### src/rtl/nps_pkg.sv
// Shared definitions for the NAND page program sequencer.
// Assumes an x8 target with the usual program command set.
package nps_pkg;

    // Sequencer states.
    typedef enum logic [3:0] {
        S_IDLE,
        S_CMD,
        S_ADDR,
        S_ADL,
        S_DATA,
        S_JCMD,
        S_JADDR,
        S_CONF,
        S_WB,
        S_BUSY,
        S_STCMD,
        S_STRD,
        S_DONE
    } st_t;

    // Command codes placed on the bus.
    localparam logic [7:0] C_SETUP = 8'h80;
    localparam logic [7:0] C_JUMP  = 8'h85;
    localparam logic [7:0] C_FINAL = 8'h10;
    localparam logic [7:0] C_PLANE = 8'h11;
    localparam logic [7:0] C_STAT  = 8'h70;

    // Status byte fields.
    localparam int ST_FAIL_BIT = 0;
    localparam int ST_RDY_BIT  = 6;

endpackage

### src/rtl/nps_timer.sv
// Loadable down-counter used for the address-to-data delay, the
// confirm-to-busy delay and the busy-wait limit. It stops at zero.
// Assumes load has priority over counting.
module nps_timer #(
    parameter int W = 8
) (
    input  logic         clk,
    input  logic         rst_n,
    input  logic         load,
    input  logic [W-1:0] val,
    output logic         zero
);
    logic [W-1:0] cnt;

    // Load a new interval or count the current one down to zero.
    always_ff @(posedge clk) begin
        if (!rst_n) begin
            cnt <= '0;
        end else if (load) begin
            cnt <= val;
        end else if (cnt != '0) begin
            cnt <= cnt - 1'b1;
        end
    end

    // Interval elapsed.
    assign zero = (cnt == '0);
endmodule

### src/rtl/nps_addr_sel.sv
// Picks one address byte out of the column and row fields: index 0 is
// the low column byte, the row bytes follow the column bytes. Column
// jumps use only the low COL_BYTES indices.
module nps_addr_sel #(
    parameter int COL_BYTES = 2,
    parameter int ROW_BYTES = 3,
    localparam int N = COL_BYTES + ROW_BYTES,
    localparam int IW = $clog2(N + 1)
) (
    input  logic [8*COL_BYTES-1:0] col,
    input  logic [8*ROW_BYTES-1:0] row,
    input  logic [IW-1:0]          idx,
    output logic [7:0]             byte_out
);
    logic [8*N-1:0] flat;
    logic [8*N-1:0] shifted;

    // Row above column, then shift the wanted byte down to the bottom.
    always_comb begin
        flat     = {row, col};
        shifted  = flat >> {idx, 3'b000};
        byte_out = shifted[7:0];
    end
endmodule

### src/rtl/nps_ctrl.sv
// Control state machine of the page program sequencer. It produces
// three-clock write cycles (load byte, we_n low, we_n high) and
// three-clock read cycles (re_n low for two clocks, then high). Timer
// intervals are requested through tm_load/tm_val. It assumes
// T_ADL, T_WB and T_BUSY are all at least 1.
module nps_ctrl
    import nps_pkg::*;
#(
    parameter int PAGE_BYTES = 2112,
    parameter int COL_BYTES  = 2,
    parameter int ROW_BYTES  = 3,
    parameter int T_ADL      = 8,
    parameter int T_WB       = 6,
    parameter int T_BUSY     = 100000,
    parameter int TMR_W      = 17,
    localparam int COL_W     = 8 * COL_BYTES,
    localparam int ROW_W     = 8 * ROW_BYTES,
    localparam int ADDR_CYC  = COL_BYTES + ROW_BYTES,
    localparam int AIDX_W    = $clog2(ADDR_CYC + 1),
    localparam int CNT_W     = $clog2(PAGE_BYTES + 1)
) (
    input  logic              clk,
    input  logic              rst_n,
    input  logic              start,
    input  logic              chain,
    input  logic [COL_W-1:0]  col_addr,
    input  logic [ROW_W-1:0]  row_addr,
    input  logic              jmp_en,
    input  logic [CNT_W-1:0]  jmp_after,
    input  logic [COL_W-1:0]  jmp_col,
    input  logic [7:0]        s_data,
    input  logic              s_valid,
    output logic              s_ready,
    output logic [7:0]        io_out,
    output logic              io_oe,
    input  logic [7:0]        io_in,
    output logic              cle,
    output logic              ale,
    output logic              we_n,
    output logic              re_n,
    input  logic              rb_n,
    output logic              busy,
    output logic              done,
    output logic              ok,
    output logic              err_prog,
    output logic              err_tmo,
    output logic [7:0]        stat_byte,
    output logic              tm_load,
    output logic [TMR_W-1:0]  tm_val,
    input  logic              tm_zero,
    output logic [COL_W-1:0]  sel_col,
    output logic [ROW_W-1:0]  sel_row,
    output logic [AIDX_W-1:0] sel_idx,
    input  logic [7:0]        sel_byte
);
    st_t               st;
    logic [1:0]        ph;
    logic [AIDX_W-1:0] aidx;
    logic [CNT_W-1:0]  dcnt;
    logic [CNT_W-1:0]  jaft_q;
    logic [COL_W-1:0]  col_q;
    logic [COL_W-1:0]  jcol_q;
    logic [ROW_W-1:0]  row_q;
    logic              chain_q;
    logic              jpend;
    logic [7:0]        obyte;
    logic [7:0]        sbyte;
    logic [7:0]        nxt_byte;
    logic              is_wr;
    logic              wr_fire;
    logic              wr_last;
    logic              hs;
    logic              addr_last;
    logic              jaddr_last;

    // States that run a bus write cycle.
    always_comb begin
        is_wr = (st == S_CMD) || (st == S_ADDR) || (st == S_DATA) ||
                (st == S_JCMD) || (st == S_JADDR) || (st == S_CONF) ||
                (st == S_STCMD);
    end

    // Handshake and write-cycle phase qualifiers.
    assign s_ready    = (st == S_DATA) && (ph == 2'd0);
    assign hs         = s_ready && s_valid;
    assign wr_fire    = is_wr && (ph == 2'd0) && ((st != S_DATA) || s_valid);
    assign wr_last    = is_wr && (ph == 2'd2);
    assign addr_last  = (st == S_ADDR)  && (aidx == AIDX_W'(ADDR_CYC - 1));
    assign jaddr_last = (st == S_JADDR) && (aidx == AIDX_W'(COL_BYTES - 1));

    // Address byte source: jump column while in the jump address cycles.
    assign sel_col = (st == S_JADDR) ? jcol_q : col_q;
    assign sel_row = row_q;
    assign sel_idx = aidx;

    // Byte to place on the bus for the write cycle being started.
    always_comb begin
        unique case (st)
            S_CMD:           nxt_byte = C_SETUP;
            S_ADDR, S_JADDR: nxt_byte = sel_byte;
            S_DATA:          nxt_byte = s_data;
            S_JCMD:          nxt_byte = C_JUMP;
            S_CONF:          nxt_byte = chain_q ? C_PLANE : C_FINAL;
            S_STCMD:         nxt_byte = C_STAT;
            default:         nxt_byte = 8'h00;
        endcase
    end

    // Timer requests at the start of each timed interval.
    always_comb begin
        tm_load = 1'b0;
        tm_val  = '0;
        if (wr_last && (addr_last || jaddr_last)) begin
            tm_load = 1'b1;
            tm_val  = TMR_W'(T_ADL - 1);
        end else if (wr_last && (st == S_CONF)) begin
            tm_load = 1'b1;
            tm_val  = TMR_W'(T_WB - 1);
        end else if ((st == S_WB) && tm_zero) begin
            tm_load = 1'b1;
            tm_val  = TMR_W'(T_BUSY - 1);
        end
    end

    // Bus pin decode from state and phase.
    assign cle       = (st == S_CMD) || (st == S_JCMD) || (st == S_CONF) || (st == S_STCMD);
    assign ale       = (st == S_ADDR) || (st == S_JADDR);
    assign io_oe     = is_wr;
    assign io_out    = obyte;
    assign we_n      = !(is_wr && (ph == 2'd1));
    assign re_n      = !((st == S_STRD) && (ph != 2'd2));
    assign busy      = (st != S_IDLE) && (st != S_DONE);
    assign done      = (st == S_DONE);
    assign stat_byte = sbyte;

    // Sequencer: request capture, cycle phases, transitions and results.
    always_ff @(posedge clk) begin
        if (!rst_n) begin
            st       <= S_IDLE;
            ph       <= 2'd0;
            aidx     <= '0;
            dcnt     <= '0;
            jaft_q   <= '0;
            col_q    <= '0;
            jcol_q   <= '0;
            row_q    <= '0;
            chain_q  <= 1'b0;
            jpend    <= 1'b0;
            obyte    <= 8'h00;
            sbyte    <= 8'h00;
            ok       <= 1'b0;
            err_prog <= 1'b0;
            err_tmo  <= 1'b0;
        end else begin
            if (wr_fire) begin
                obyte <= nxt_byte;
            end
            if (hs) begin
                dcnt <= dcnt + 1'b1;
            end
            if (is_wr) begin
                if (ph == 2'd0) begin
                    if (wr_fire) ph <= 2'd1;
                end else if (ph == 2'd1) begin
                    ph <= 2'd2;
                end else begin
                    ph <= 2'd0;
                end
            end
            unique case (st)
                S_IDLE: begin
                    if (start) begin
                        col_q    <= col_addr;
                        row_q    <= row_addr;
                        jcol_q   <= jmp_col;
                        jaft_q   <= jmp_after;
                        chain_q  <= chain;
                        jpend    <= jmp_en && (jmp_after != '0) &&
                                    (jmp_after < CNT_W'(PAGE_BYTES));
                        dcnt     <= '0;
                        ph       <= 2'd0;
                        ok       <= 1'b0;
                        err_prog <= 1'b0;
                        err_tmo  <= 1'b0;
                        st       <= S_CMD;
                    end
                end
                S_CMD: begin
                    if (wr_last) begin
                        aidx <= '0;
                        st   <= S_ADDR;
                    end
                end
                S_ADDR, S_JADDR: begin
                    if (wr_last) begin
                        if (addr_last || jaddr_last) st <= S_ADL;
                        else                         aidx <= aidx + 1'b1;
                    end
                end
                S_ADL: begin
                    if (tm_zero) st <= S_DATA;
                end
                S_DATA: begin
                    if (wr_last) begin
                        if (dcnt == CNT_W'(PAGE_BYTES)) begin
                            st <= S_CONF;
                        end else if (jpend && (dcnt == jaft_q)) begin
                            jpend <= 1'b0;
                            st    <= S_JCMD;
                        end
                    end
                end
                S_JCMD: begin
                    if (wr_last) begin
                        aidx <= '0;
                        st   <= S_JADDR;
                    end
                end
                S_CONF: begin
                    if (wr_last) st <= S_WB;
                end
                S_WB: begin
                    if (tm_zero) st <= S_BUSY;
                end
                S_BUSY: begin
                    if (rb_n) begin
                        if (chain_q) begin
                            ok <= 1'b1;
                            st <= S_DONE;
                        end else begin
                            st <= S_STCMD;
                        end
                    end else if (tm_zero) begin
                        err_tmo <= 1'b1;
                        st      <= S_DONE;
                    end
                end
                S_STCMD: begin
                    if (wr_last) begin
                        ph <= 2'd0;
                        st <= S_STRD;
                    end
                end
                S_STRD: begin
                    if (ph == 2'd0) begin
                        ph <= 2'd1;
                    end else if (ph == 2'd1) begin
                        sbyte <= io_in;
                        ph    <= 2'd2;
                    end else begin
                        ph <= 2'd0;
                        if (sbyte[ST_RDY_BIT]) begin
                            err_prog <= sbyte[ST_FAIL_BIT];
                            ok       <= !sbyte[ST_FAIL_BIT];
                            st       <= S_DONE;
                        end else if (tm_zero) begin
                            err_tmo <= 1'b1;
                            st      <= S_DONE;
                        end
                    end
                end
                S_DONE: begin
                    st <= S_IDLE;
                end
                default: begin
                    st <= S_IDLE;
                end
            endcase
        end
    end
endmodule

### src/rtl/nand_prog_seq.sv
// Top of the NAND page program sequencer. Wires the control state
// machine to its shared delay timer and the address byte selector.
// Assumes one target on the bus and a synchronous active-low reset.
module nand_prog_seq #(
    parameter int PAGE_BYTES = 2112,
    parameter int COL_BYTES  = 2,
    parameter int ROW_BYTES  = 3,
    parameter int T_ADL      = 8,
    parameter int T_WB       = 6,
    parameter int T_BUSY     = 100000,
    localparam int COL_W     = 8 * COL_BYTES,
    localparam int ROW_W     = 8 * ROW_BYTES,
    localparam int CNT_W     = $clog2(PAGE_BYTES + 1),
    localparam int AIDX_W    = $clog2(COL_BYTES + ROW_BYTES + 1),
    localparam int T_BIG     = (T_WB > T_ADL) ? T_WB : T_ADL,
    localparam int T_MAX     = (T_BUSY > T_BIG) ? T_BUSY : T_BIG,
    localparam int TMR_W     = $clog2(T_MAX + 1)
) (
    input  logic             clk,
    input  logic             rst_n,
    input  logic             start,
    input  logic             chain,
    input  logic [COL_W-1:0] col_addr,
    input  logic [ROW_W-1:0] row_addr,
    input  logic             jmp_en,
    input  logic [CNT_W-1:0] jmp_after,
    input  logic [COL_W-1:0] jmp_col,
    input  logic [7:0]       s_data,
    input  logic             s_valid,
    output logic             s_ready,
    output logic [7:0]       nf_io_out,
    output logic             nf_io_oe,
    input  logic [7:0]       nf_io_in,
    output logic             nf_cle,
    output logic             nf_ale,
    output logic             nf_we_n,
    output logic             nf_re_n,
    input  logic             nf_rb_n,
    output logic             busy,
    output logic             done,
    output logic             ok,
    output logic             err_prog,
    output logic             err_tmo,
    output logic [7:0]       stat_byte
);
    logic              tm_load;
    logic [TMR_W-1:0]  tm_val;
    logic              tm_zero;
    logic [COL_W-1:0]  sel_col;
    logic [ROW_W-1:0]  sel_row;
    logic [AIDX_W-1:0] sel_idx;
    logic [7:0]        sel_byte;

    nps_ctrl #(
        .PAGE_BYTES(PAGE_BYTES), .COL_BYTES(COL_BYTES), .ROW_BYTES(ROW_BYTES),
        .T_ADL(T_ADL), .T_WB(T_WB), .T_BUSY(T_BUSY), .TMR_W(TMR_W)
    ) u_ctrl (
        .clk(clk), .rst_n(rst_n), .start(start), .chain(chain),
        .col_addr(col_addr), .row_addr(row_addr), .jmp_en(jmp_en),
        .jmp_after(jmp_after), .jmp_col(jmp_col),
        .s_data(s_data), .s_valid(s_valid), .s_ready(s_ready),
        .io_out(nf_io_out), .io_oe(nf_io_oe), .io_in(nf_io_in),
        .cle(nf_cle), .ale(nf_ale), .we_n(nf_we_n), .re_n(nf_re_n),
        .rb_n(nf_rb_n), .busy(busy), .done(done), .ok(ok),
        .err_prog(err_prog), .err_tmo(err_tmo), .stat_byte(stat_byte),
        .tm_load(tm_load), .tm_val(tm_val), .tm_zero(tm_zero),
        .sel_col(sel_col), .sel_row(sel_row), .sel_idx(sel_idx),
        .sel_byte(sel_byte)
    );

    nps_timer #(.W(TMR_W)) u_timer (
        .clk(clk), .rst_n(rst_n), .load(tm_load), .val(tm_val), .zero(tm_zero)
    );

    nps_addr_sel #(.COL_BYTES(COL_BYTES), .ROW_BYTES(ROW_BYTES)) u_asel (
        .col(sel_col), .row(sel_row), .idx(sel_idx), .byte_out(sel_byte)
    );
endmodule

### config.mk
export PLATFORM = sky130hd
export DESIGN_NAME = nand_prog_seq
export DESIGN_NICKNAME = d
export VERILOG_FILES = /design/src/rtl/nps_pkg.sv /design/src/rtl/nps_timer.sv /design/src/rtl/nps_addr_sel.sv /design/src/rtl/nps_ctrl.sv /design/src/rtl/nand_prog_seq.sv
export SDC_FILE = /design/constraint.sdc
export NUM_CORES = 1
export LEC_CHECK = 0
export CAP_MARGIN = 20
export CORE_UTILIZATION = 30
export CTS_CLUSTER_DIAMETER = 100
export DETAILED_ROUTE_END_ITERATION = 10
export GPL_TIMING_DRIVEN = 1
export SLEW_MARGIN = 10
export SYNTH_ARGS = -nofsm -noshare
export SYNTH_HDL_FRONTEND = slang
export SYNTH_SLANG_ARGS = --single-unit
### constraint.sdc
create_clock -name clk -period 4 [get_ports clk]
set_input_delay 0.6 -clock clk [delete_from_list [all_inputs] [get_ports clk]]
set_output_delay 0.6 -clock clk [all_outputs]
set_load 0.02 [all_outputs]
* Yosys cells after proc, flatten, opt, wreduce, memory -nomap -nowiden
Index checks and enable logic that the tools add are counted.
** Word-level totals
- Flip-flop bits (word level) :: 127
- Output and inout bits :: 27
** Cells by class
- Add/subtract/negate cells :: 3
- Magnitude comparators :: 1
- Eq/ne operators :: 43
- Shifts and indexed selects :: 1
- Mux-type cells :: 67
- Bitwise operators :: 1
- Reductions and logical operators :: 52
** Operators with widths (count)
- 17-bit 2-to-1 mux :: 5
- 4-bit 2-to-1 mux :: 17
- 8-bit one-hot mux with 6 select lines :: 1
- 4-bit one-hot mux with 11 select lines :: 1
- 40-bit by 6-bit right shift with 8-bit output :: 1
- 12-bit 2-to-1 mux :: 3
- 2-bit by 1-bit inequality test with 1-bit output, second input constant :: 12
- 1-bit 2-to-1 mux :: 22
- 4-bit == test, second input constant :: 5
- 2-bit inequality test, second input constant :: 10
- 17-bit zero test :: 1
- 17-bit nonzero test :: 1
- 17-bit by 1-bit subtractor with 17-bit output, second input constant :: 1
- 4-bit by 3-bit == test with 1-bit output, second input constant :: 4
- 1-bit logical AND :: 16
- 16-bit 2-to-1 mux :: 1
- 2-bit 2-to-1 mux :: 7
- 13-bit AND reduction :: 1
- 12-bit by 1-bit adder with 12-bit output, second input constant :: 1
- 12-bit == test :: 1
- 12-bit == test, second input constant :: 1
- 1-bit logical OR :: 12
- 12-bit < comparator, second input constant :: 1
- 3-bit 2-to-1 mux :: 4
- other kinds (29) :: 39

* Logic depth before layout (Yosys ltp)
- Word-level depth :: 14
- Depth in mapped cells :: 9
- Mapped depth without buffers :: 8

* Modules after synthesis
From an unflattened synthesis, not the netlist that was laid out.
** Second synthesis, totals
- Cell total of the unflattened synthesis :: 804
- Area, all modules :: 6740.2 um2
** By module, submodules not included
- nps_ctrl :: instances 1, cells each 653, area an instance 5460.2 um2, seq. area each 2202.1 um2
- nps_timer :: instances 1, cells each 111, area an instance 919.6 um2, seq. area each 340.3 um2
- nps_addr_sel :: instances 1, cells each 40, area an instance 360.3 um2, seq. area each 0.0 um2

* Least setup slack after synthesis
No wires, ideal clock.
- Kind :: register -> register
- Start point :: register u_ctrl.st[1]
- End point :: register u_ctrl.obyte[2] (netlist: u_ctrl.io_out[2])
- Library setup time :: 135 ps
- Arrival :: 2206 ps
- Data required time :: 3865 ps
- Setup slack :: 1659 ps
- Stages on the path, launching flop included :: 8
- Path buffers :: 1
- Clock period less this slack :: 2341 ps
- Cells stage by stage :: dfxtp_1 > nor3b_2 > and2_1 > buf_4 > mux2_1 > mux4_2 > nand2b_1 > a41oi_1
** On the way
- Longest elaborated chain between the ends :: 9
- Elaborated cells between the ends (all ways) :: 21
** RTL lines
- from (decl) :: line nps_ctrl.sv:56 : st_t st;
- from (signal assigned) :: line nps_ctrl.sv:139 : st <= S_IDLE;
- from (signal assigned) :: line nps_ctrl.sv:185 : st <= S_CMD;
- from (signal assigned) :: line nps_ctrl.sv:191 : st <= S_ADDR;
- branches (longest 9 deep; another with 40-bit by 6-bit right shift with 8-bit output)
- to (signal assigned) :: line nps_ctrl.sv:156 : obyte <= nxt_byte;
- to (decl) :: line nps_ctrl.sv:66 : logic [7:0] obyte;
Several ways; the timed one is not identified.
A chain may end at the register's enable or synchronous reset.

* Worst setup path in the final report
- Start point :: register u_ctrl.st[3]
- End point :: output port nf_re_n
** On the way
- Longest elaborated chain between the ends :: 3
** RTL lines
- 4-bit == test :: line nps_ctrl.sv:131 : assign re_n = !((st == S_STRD) && (ph != 2'd2));
- 1-bit logical AND :: line nps_ctrl.sv:131
- 1-bit zero test :: line nps_ctrl.sv:131
- to (decl) :: line nand_prog_seq.sv:37 : output logic nf_re_n,
Every way passes these cells.

==> run summary <==
status: finished clean
switching share of power: 0.371
number of setup buffers added after CTS: 0
pins over their slew limit: 0
CTS root buf: clkbuf_16
main flop type after synthesis: dfxtp_1
die height: 147 um
RePlAce Congestion: 0.833
Async SR Flop Fraction: 0
post-route clock period utilization: 0.829
worst hold slack: 457 ps
clk_lat worst skew: 420 ps
top-area cell type share of the netlist area: 0.402
initial antenna violation count: 0
Pint: 3.04 mW
Synth cell types: 65
Reg area: 2540 sq um
# IOs: 118
final setup violation count: 0
Critical Path RT: 3400 ps
Area contributors post-synth: dfxtp_1, nand2_1, a21boi_0
Hold Violations, Final: 0
global route overflow: 0
crit path launch type: flop
DRC Markers: 0
die width: 147 um
area grow syn2layout: 30.6%
# H-tree levels: 4
register area share after synthesis: 0.402
sw power: 1.79 mW
CTS tree: done
Seq pwr share: 0.364
detailed placement HPWL: 12600 um
diode count: 0
data arrival time of the worst path: 2720 ps
clock group share of total power: 0.294
Starting Density: 0.309
RSZ-0062 raised after global routing: false
vias in the first global route: 5296
Slew headroom: 0.408
# rows: 52
VDD IR max: 0.000207 V
Sink Count: 127
Post-Route WL: 17300 um
Avg WL per Cell: 15.2 um
# hold bufs at CTS: 0
Slew @ Worst Pin: 887 ps
Port Buffer Count: 117
worst r2r src: u_ctrl.st[1]$_SDFFE_PN0P_
max-cap violations: 0
CTS buffer count: 17
Yosys top cell by area: dfxtp_1
LEAKAGE: 2.86 nW
Mapped Cells: 758
critical path startpoint: u_ctrl.st[3]$_SDFFE_PN0P_
Synth Warn #: 0
reg2reg path depth: 6
commonest cells after routing, fill and taps aside: nand2_1, dfxtp_1, clkdlybuf4s50_1
worst r2r dst: u_ctrl.io_out[2]$_SDFFE_PN0P_
syn_nets: 855
logic gate share of total power: 0.342
Peak Freq: 0.301 GHz
Layout Skew: 9.75 ps
detailed-router iteration count before antenna repair: 5
largest net degree at the start of global routing: 71
Worst Hold Class: flop to flop
Layout Nets: 954
DRT iter0 DRCs: 374
setup_tns: 0 ps
Yosys reg bits: 127
share of layout cells above drive strength 1: 0.0713
Power Density: 585 nW/um^2
crit path kind: flop to output port
post-cts resize count: 0
DR vias: 5560
Post-Synthesis Cell Area: 6320 sq um
Reg2Reg Setup Slack: 950 ps
Final min period: 3320 ps
commonest non-fill, non-tap cell in the layout: nand2_1
Filler Cell Count: 2099
crit path to: nf_re_n
core area: 20400 sq um
Die Area: 21700 sq um
area of the multi-input gates: 3560 sq um
critical path endpoint category: output port
global-route wire length before repair: 27700 um
syn avg cell area: 8.34 sq um
Total GRT Usage: 0.164
clk buf depth: 2
Clk pin slew, worst setup/hold paths: 60 ps
vias per cell: 4.88
CP max FO: 25
post-route antenna net violation count: 0
number of flops mapped to enable cells by yosys: 0
## worst min path at each step
stage	startpoint	end	slack, ps	cells after the start
global placement	u_ctrl.err_prog$_SDFFE_PN0P_	u_ctrl.err_prog$_SDFFE_PN0P_	440	2
finish	u_ctrl.err_prog$_SDFFE_PN0P_	u_ctrl.err_prog$_SDFFE_PN0P_	460	2
global route	u_ctrl.jcol_q[7]$_SDFFE_PN0P_	u_ctrl.jcol_q[7]$_SDFFE_PN0P_	480	2
detailed placement	u_ctrl.err_prog$_SDFFE_PN0P_	u_ctrl.err_prog$_SDFFE_PN0P_	450	2
CTS	u_ctrl.err_prog$_SDFFE_PN0P_	u_ctrl.err_prog$_SDFFE_PN0P_	460	2
floorplan	u_ctrl.col_q[10]$_SDFFE_PN0P_	u_ctrl.col_q[10]$_SDFFE_PN0P_	440	2
## synth_stat cells, types with 9 or more instances
master	instances
dfxtp_1	127
nand2_1	183
o21a_1	11
inv_1	9
nor2b_1	16
mux2i_1	17
clkbuf_1	32
a21oi_1	30
xor2_1	11
nor2_1	36
xnor2_1	20
nor4_1	9
o21ai_0	23
a21boi_0	71
buf_2	10
## per-stage QoR
step | area (sq um) | cells | power, mW | util | worst slack (ps)
6_report | 8260 | 1140 | 4.83 | 0.404 | 682
3_3_place_gp | 7720 | 1108 | 3.42 | 0.378 | 1090
4_1_cts | 8260 | 1140 | 4.88 | 0.404 | 693
5_1_grt | 8260 | 1140 | 5.15 | 0.404 | 503
2_1_floorplan | 6320 | 758 | 2.86 | - | 1660
3_5_place_dp | 7720 | 1108 | 3.44 | 0.378 | 978
## registers in the layout, indices dropped and copies added, names as in the netlist
name / cells
u_ctrl.sel_row: 24
u_timer.cnt: 17
u_ctrl.col_q: 16
u_ctrl.jcol_q: 16
u_ctrl.dcnt: 12
u_ctrl.jaft_q: 12
u_ctrl.io_out: 8
u_ctrl.stat_byte: 8
u_ctrl.st: 4
u_ctrl.sel_idx: 3
u_ctrl.ph: 2
u_ctrl.chain_q: 1
u_ctrl.err_prog: 1
u_ctrl.err_tmo: 1
u_ctrl.jpend: 1
u_ctrl.ok: 1
## cell type report
type,instances,share of cell area
Multi-Input combinational cell,574,0.431
Sequential cell,127,0.308
Timing Repair Buffer,127,0.150
Clock buffer,19,0.0524
Tap cell,270,0.0409
Clock inverter,13,0.0127
Inverter,10,0.00455
## logic make-up (layout without fill, tap and decap cells)
kind of cell,Yosys count,count (layout),synth area share
adder cells (fa/ha/maj),6,6,0.0119
XOR/XNOR,31,31,0.0430
AO/OA/AOI/OAI,184,184,0.197
AND/OR/NAND/NOR,320,320,0.240
multiplexers,33,33,0.0697
flip-flops,127,127,0.402
buffers and inverters,57,169,0.0364
## worst max-delay path, stage by stage, from the launching register on
cell	delay [ps]
dfxtp_1	900
nand2_1	350
nor2_1	400
nand2_1	100
clkdlybuf4s50_1	560
## power by group through the flow
| stage | logic (mW) | clock network [mW] | registers [mW] |
|---|---|---|---|
| floorplan | 1.13 | 0 | 1.73 |
| global placement | 1.64 | 0 | 1.78 |
| detailed placement | 1.65 | 0 | 1.78 |
| CTS | 1.67 | 1.46 | 1.76 |
| global route | 1.85 | 1.51 | 1.79 |
| finish | 1.65 | 1.42 | 1.76 |
## per-layer routing
metal  global-route usage  part of all wire  vias up
li1                     -                 -     2839
met1                0.222              0.48     2560
met2                0.251              0.46      140
met3               0.0413             0.047       21
met4               0.0577             0.018        0
met5                    0                 0        -
No activity file was read; power rests on OpenSTA's default activity.
